### src/rtl/wave_arb_pkg.sv
// Package: shared constants and the access-path type for the wave memory arbiter.
// Assumes byte-wide processor data.
package wave_arb_pkg;

    // Value returned to the processor for an access that is locked out.
    localparam logic [7:0] LOCKED_READ_VALUE = 8'hFF;

    // Which way a processor access is routed in the current cycle.
    typedef enum logic [1:0] {
        PATH_DIRECT  = 2'd0,  // channel idle: use the processor offset
        PATH_STEERED = 2'd1,  // channel playing: use the playback byte
        PATH_LOCKED  = 2'd2   // legacy play outside the fetch window
    } path_e;

endpackage

### src/rtl/wave_arb_route.sv
// Module: wave_arb_route
// Decides where a processor access goes and whether it is allowed.
// Assumes play_idx packs the byte address above SUB_W sample-select bits.
module wave_arb_route
    import wave_arb_pkg::*;
#(
    parameter int ADDR_W = 4,
    parameter int SUB_W  = 1,
    localparam int IDX_W = ADDR_W + SUB_W
) (
    input  logic              playing,
    input  logic              legacy_mode,
    input  logic              play_window,
    input  logic [ADDR_W-1:0] cpu_addr,
    input  logic [IDX_W-1:0]  play_idx,
    output path_e             path,
    output logic [ADDR_W-1:0] target_addr
);

    logic [ADDR_W-1:0] play_byte;

    // Byte currently under the playback pointer.
    assign play_byte = play_idx[IDX_W-1:SUB_W];

    // Classify the access by channel state and compatibility model.
    always_comb begin
        if (!playing) begin
            path = PATH_DIRECT;
        end else if (legacy_mode && !play_window) begin
            path = PATH_LOCKED;
        end else begin
            path = PATH_STEERED;
        end
    end

    // Pick the byte address that the access uses.
    always_comb begin
        target_addr = (path == PATH_DIRECT) ? cpu_addr : play_byte;
    end

endmodule

### src/rtl/wave_arb_store.sv
// Module: wave_arb_store
// Register-based byte storage with one write port and two combinational read ports.
// Assumes at most one write per cycle; reads see the pre-write contents.
module wave_arb_store #(
    parameter int DEPTH  = 16,
    parameter int DATA_W = 8,
    localparam int ADDR_W = $clog2(DEPTH)
) (
    input  logic              clk,
    input  logic              rst_n,
    input  logic              wr_en,
    input  logic [ADDR_W-1:0] wr_addr,
    input  logic [DATA_W-1:0] wr_data,
    input  logic [ADDR_W-1:0] rd_addr_a,
    output logic [DATA_W-1:0] rd_data_a,
    input  logic [ADDR_W-1:0] rd_addr_b,
    output logic [DATA_W-1:0] rd_data_b
);

    logic [DATA_W-1:0] cells [DEPTH];

    for (genvar g = 0; g < DEPTH; g++) begin : g_cell
        // Hold one byte; clear on reset, load when addressed by a write.
        always_ff @(posedge clk) begin
            if (!rst_n) begin
                cells[g] <= '0;
            end else if (wr_en && (wr_addr == ADDR_W'(g))) begin
                cells[g] <= wr_data;
            end
        end
    end

    // Processor-side read port.
    assign rd_data_a = cells[rd_addr_a];

    // Playback-side read port.
    assign rd_data_b = cells[rd_addr_b];

endmodule

### src/rtl/wave_arb_unpack.sv
// Module: wave_arb_unpack
// Picks one sample out of a packed byte; the most significant sample comes first.
// Assumes DATA_W is a whole multiple of SAMPLE_W.
module wave_arb_unpack #(
    parameter int DATA_W   = 8,
    parameter int SAMPLE_W = 4,
    localparam int PER_BYTE = DATA_W / SAMPLE_W,
    localparam int SUB_W    = $clog2(PER_BYTE)
) (
    input  logic [DATA_W-1:0]   byte_in,
    input  logic [SUB_W-1:0]    sub_idx,
    output logic [SAMPLE_W-1:0] sample
);

    // Select the slot given by sub_idx, slot 0 at the top of the byte.
    always_comb begin
        sample = '0;
        for (int k = 0; k < PER_BYTE; k++) begin
            if (sub_idx == SUB_W'(k)) begin
                sample = byte_in[DATA_W-1-k*SAMPLE_W -: SAMPLE_W];
            end
        end
    end

endmodule

### src/rtl/wave_ram_arbiter.sv
// Module: wave_ram_arbiter (top)
// Shares the wavetable sample memory between the processor byte port and the
// playback sequencer. Playback reads are combinational and always served;
// processor accesses are steered or locked out while the channel plays.
// Assumes play_window is a one-cycle pulse issued by the sequencer at each fetch.
module wave_ram_arbiter
    import wave_arb_pkg::*;
#(
    parameter int DEPTH    = 16,
    parameter int DATA_W   = 8,
    parameter int SAMPLE_W = 4,
    localparam int ADDR_W   = $clog2(DEPTH),
    localparam int SUB_W    = $clog2(DATA_W / SAMPLE_W),
    localparam int IDX_W    = ADDR_W + SUB_W
) (
    input  logic                clk,
    input  logic                rst_n,
    input  logic                legacy_mode,
    input  logic                playing,
    input  logic [IDX_W-1:0]    play_idx,
    input  logic                play_window,
    output logic [SAMPLE_W-1:0] play_sample,
    input  logic [ADDR_W-1:0]   cpu_addr,
    input  logic                cpu_rd,
    input  logic                cpu_wr,
    input  logic [DATA_W-1:0]   cpu_wdata,
    output logic [DATA_W-1:0]   cpu_rdata
);

    path_e             path;
    logic [ADDR_W-1:0] target_addr;
    logic [DATA_W-1:0] cpu_byte;
    logic [DATA_W-1:0] play_byte;
    logic              wr_grant;
    logic [DATA_W-1:0] rdata_q;

    wave_arb_route #(
        .ADDR_W (ADDR_W),
        .SUB_W  (SUB_W)
    ) u_route (
        .playing     (playing),
        .legacy_mode (legacy_mode),
        .play_window (play_window),
        .cpu_addr    (cpu_addr),
        .play_idx    (play_idx),
        .path        (path),
        .target_addr (target_addr)
    );

    // A write lands unless the legacy lock-out applies.
    assign wr_grant = cpu_wr && (path != PATH_LOCKED);

    wave_arb_store #(
        .DEPTH  (DEPTH),
        .DATA_W (DATA_W)
    ) u_store (
        .clk       (clk),
        .rst_n     (rst_n),
        .wr_en     (wr_grant),
        .wr_addr   (target_addr),
        .wr_data   (cpu_wdata),
        .rd_addr_a (target_addr),
        .rd_data_a (cpu_byte),
        .rd_addr_b (play_idx[IDX_W-1:SUB_W]),
        .rd_data_b (play_byte)
    );

    wave_arb_unpack #(
        .DATA_W   (DATA_W),
        .SAMPLE_W (SAMPLE_W)
    ) u_unpack (
        .byte_in (play_byte),
        .sub_idx (play_idx[SUB_W-1:0]),
        .sample  (play_sample)
    );

    // Capture processor read data on a read strobe; locked reads give all ones.
    always_ff @(posedge clk) begin
        if (!rst_n) begin
            rdata_q <= '0;
        end else if (cpu_rd) begin
            rdata_q <= (path == PATH_LOCKED) ? DATA_W'(LOCKED_READ_VALUE) : cpu_byte;
        end
    end

    assign cpu_rdata = rdata_q;

endmodule

### config.mk
export PLATFORM = sky130hd
export DESIGN_NAME = wave_ram_arbiter
export DESIGN_NICKNAME = d
export VERILOG_FILES = /design/src/rtl/wave_arb_pkg.sv /design/src/rtl/wave_arb_route.sv /design/src/rtl/wave_arb_store.sv /design/src/rtl/wave_arb_unpack.sv /design/src/rtl/wave_ram_arbiter.sv
export SDC_FILE = /design/constraint.sdc
export NUM_CORES = 1
export LEC_CHECK = 0
export BUFFER_PORTS_ARGS = -buffer_cell sky130_fd_sc_hd__buf_2
export CAP_MARGIN = 20
export CORE_UTILIZATION = 62
export DETAILED_ROUTE_END_ITERATION = 10
export PLACE_DENSITY_LB_ADDON = 0.25
export SLEW_MARGIN = 5
export SYNTH_ARGS = -nofsm -noshare
export SYNTH_HDL_FRONTEND = slang
export SYNTH_SLANG_ARGS = --single-unit
### constraint.sdc
create_clock -name clk -period 3.45 [get_ports clk]
set_input_delay 0.69 -clock clk [delete_from_list [all_inputs] [get_ports clk]]
set_output_delay 0.69 -clock clk [all_outputs]
set_load 0.03 [all_outputs]
# Yosys cells after proc, flatten, opt, wreduce, memory -nomap -nowiden
# Memory sizes are Yosys's and may differ from the RTL's.
# Index checks and enable logic that the tools add are counted.
word_totals:
  reg_bits: 8
  mem_count: 1
  out_inout_bits: 12
  ramBits: 128
  wordCells: 126
  in_bits: 24
memory_table:
  columns: ["memory", "depth", "width", "read_ports", "rd_clocked_by_memory_dff", "wr", "line_no", "text"]
  rows:
  - ["u_store.cells", 16, 8, 2, 0, 16, "wave_arb_store.sv:20", "logic [DATA_W-1:0] cells [DEPTH];"]
classes:
  bitwise_logic: 16
  n_mux: 70
  n_eq_ne: 17
  n_reduce_logical: 21
op_table:
  columns: ["operator", "count"]
  rows:
  - ["$mux 8", 17]
  - ["$mux 1", 49]
  - ["$eq 4x4->1 const B", 8]
  - ["$logic_and 1x1->1", 18]
  - ["$eq 4x3->1 const B", 4]
  - ["$or 1x1->1", 16]
  - ["$eq 4x2->1 const B", 2]
  - ["$mux 4", 2]
  - ["$eq 4x1->1 const B", 1]
  - ["$logic_not 4->1", 1]
  - ["$mux 2", 2]
  - ["$eq 2x2->1 const B", 1]
  - ["$logic_not 2->1", 1]
  - ["$ne 2x2->1 const B", 1]
  - ["$logic_not 1->1", 1]

# Depth between registers and ports, before layout
logic_depth:
  word_depth: 12
  mapped_depth: 8
  depth_no_buf: 5

# Cells and area by module
# A second synthesis with hierarchy kept.
hier_totals:
  cells_unflattened: 498
  hier_area_um2: 7385.8
modules_own_cells:
  columns: ["module", "instances", "area_each_um2", "cells_each"]
  rows:
  - ["wave_arb_store", 1, 6960.4, 451]
  - ["wave_ram_arbiter", 1, 316.6, 36]
  - ["wave_arb_route", 1, 63.8, 7]
  - ["wave_arb_unpack", 1, 45.0, 4]

# Worst setup path before layout
# Ideal clock, no wire load.
synth_timing:
  path_kind: "input to output"
  start: "in play_idx[1]"
  end: "out play_sample[0]"
  n_path_buf: 3
  required_time_ps: 2760
  arrival_ps: 2259
  stages: 7
  setup_slack_ps: 501
  cell_sequence: "buf_6 > buf_6 > buf_6 > mux2i_1 > mux2i_1 > mux4_2 > mux2_2"
synth_between:
  elab_chain_cells: 2
synth_lines:
  columns: ["item", "line_no", "text"]
  rows:
  - ["start: declaration", "wave_ram_arbiter.sv:20", "input logic [IDX_W-1:0] play_idx,"]
  - ["$mem_v2 16x8", null, null]
  - ["$mux 4", "wave_arb_unpack.sv:19", "if (sub_idx == SUB_W'(k)) begin"]
  - ["end: declaration", "wave_ram_arbiter.sv:22", "output logic [SAMPLE_W-1:0] play_sample,"]
# Every way passes these cells.

# Worst setup path after layout
layout_timing:
  start: "in play_idx[1]"
  end: "out play_sample[1]"
# Same word-level chain as after synthesis.

==> metrics.cfg <==
[global_route]
track_usage = 0.362
antenna_found_initial = 0
grt_max_degree = 27
grt.overflow.total = 0
grt_pass1_wl_um = 33300
grt_pass1_vias = 5614

[sta]
finalCritPeriodShare = 0.958
max_freq_ghz = 0.303
relSlewSlack = 0.406
tightest_slew_ps = 885
setup_violations = 0
fin_tns_setup_ps = 0
fin_worst_skew_ps = 4.52
setup_ws_ps = 145
holdWs_ps = 535
hold_violations = 0
rsz0062_at_grt = false
timing.final.crit_period_ps = 3300
slew_viol_final = 0

[critical_path]
end_kind = output port
worst_ep_arrival_time_ps = 2610
cp.required_ps = 2760
worstPathMaxFanout = 24
worstSetupStartpointType = input pin
crit_type = in -> out

[placement]
numPortBuffers = 35
dpl_worst_slack_ps = 53.7
dp_hpwl_um = 15800
gp_congestion = 1.01
placed_area_mm2 = 0.00821

[synthesis]
synth_largest_area_cell = edfxtp_1
postSynthAreaPerCell_um2 = 12.2
yosys_warnings = 0
yosysMostFrequentCell = and2_1
synth_area_leaders = edfxtp_1, mux2i_1, and2_1
syn_inst = 638
synth_nets = 662
ys_seq_elements = 136
ys_top_cells_by_count = and2_1, edfxtp_1, mux2i_1
synth_edf_count = 128
synthDistinctLibCells = 38
ys_seq_area_frac = 0.514
synthFlopType = edfxtp_1
synth.top_cell.area_share = 0.493
syn_area_mm2 = 0.00780
synth-async-reset-ratio = 0

[drt]
drt-total-wl_um = 22400
drt-initial-drc-count = 694
detail_route.wl_per_cell_um = 25.9
postRouteAntennaNets = 0
vias = 5893
viasPerCell = 6.81
drtPass1Iterations = 6
drc = 0

[die]
dieArea_mm2 = 0.0130
rows = 40
fp.dieH_um = 114
initial_core_util = 0.644
core_mm2 = 0.0121
die_w_um = 114
num_io_pins = 36

[clock_tree]
cts_setup_buffers = 0
clk_path_buf_depth = 2
cts_resized = 0
cts_tree = done
cts_root_buffer = clkbuf_16
clkLatencyLatePin_ps = 430
clock_sinks = 136
cts_made_buffers = 17
htreeDepth = 4
cts_hold_buffers = 0
clk_pin_slew_ps = 60

[run]
maxCapViolCount = 0

[pwr]
power.density_mw_per_mm2 = 506
vdd_drop_max_mv = 0.435
power_leakage_uw = 0.00340

[cells_and_area]
regArea_mm2 = 0.00400
area_growth_pct = 13.7
layout.nets = 707
nFillCells = 868
final_layout_size_suffix_gt1_frac = 0.193
multiInputGateArea_mm2 = 0.00353
post-route-cell-area_mm2 = 0.00886

[hold_path]
min_path_type = reg -> reg

[run_status]
outcome = completed

==> through the flow <==
step                       util  instances  power (uW)
after CTS                 0.729        859        4480
after floorplan               -        638        2390
final                     0.732        865        4490
after global placement    0.678        827        2600
after detailed placement  0.678        827        2610
after global routing      0.732        864        4600
==> routing by layer <==
metal | track usage | vias to the layer above | wire length [um]
met5 | 0 | - | 0
met4 | 0.186 | 0 | 899
met3 | 0.104 | 69 | 2030
met2 | 0.563 | 347 | 10600
met1 | 0.466 | 2915 | 8910
li1 | - | 2562 | -
==> final timing paths <==
path	cells after the start	slack, ps	start	endpoint
setup / recovery	7	150	play_idx[1]	play_sample[1]
hold reg to reg	1	530	cpu_rdata[3]	cpu_rdata[3]
hold / removal	1	530	cpu_rdata[3]	cpu_rdata[3]
setup reg to reg	5	1680	u_store.cells[15][6]	cpu_rdata[6]
==> cells by family after synthesis <==
family / Yosys count / share of synthesized area
AO/OA/AOI/OAI: 137 / 0.114
buffers and inverters: 50 / 0.0332
flip-flops: 136 / 0.514
multiplexers: 137 / 0.202
AND/OR/NAND/NOR: 178 / 0.137
==> layout make-up <==
cell class,count,area share
flip-flops and latches,136,0.452
well taps,168,0.0237
multi-input cells,452,0.399
diodes,1,0.000282
repair buffers,71,0.0538
clock buffers,17,0.0480
inverters,5,0.00212
clock inverters,15,0.0217
==> cells in the final DEF (no fill, tap or decap), types with 5 or more instances in the layout <==
cell / instances
edfxtp_1: 128
and2_1: 129
mux2_2: 5
a21oi_1: 13
dfxtp_1: 8
mux2i_1: 116
buf_2: 38
o22ai_1: 46
mux4_2: 16
nor2_1: 8
buf_4: 28
nand3_1: 5
o21ai_0: 37
nand4_1: 7
nor3_1: 14
a22oi_1: 16
clkbuf_16: 17
o221a_2: 7
==> power by group <==
part	internal, uW	switching, uW	total, uW
sequential	1910	72.9	1980
combinational	237	380	617
clock	1150	736	1890
total	3300	1190	4490
==> sequential cells by signal, summed over array words and instances, names as in the netlist <==
| name | cells |
|---|---|
| cpu_rdata | 8 |
| u_store.cells | 128 |
==> worst max-delay path, cell delays in order <==
cell,delay (ps)
buf_6,270
buf_4,310
mux2i_1,290
mux2i_1,110
mux4_2,450
mux2_2,290
buf_2,180
Power figures use the tool's default switching activity.
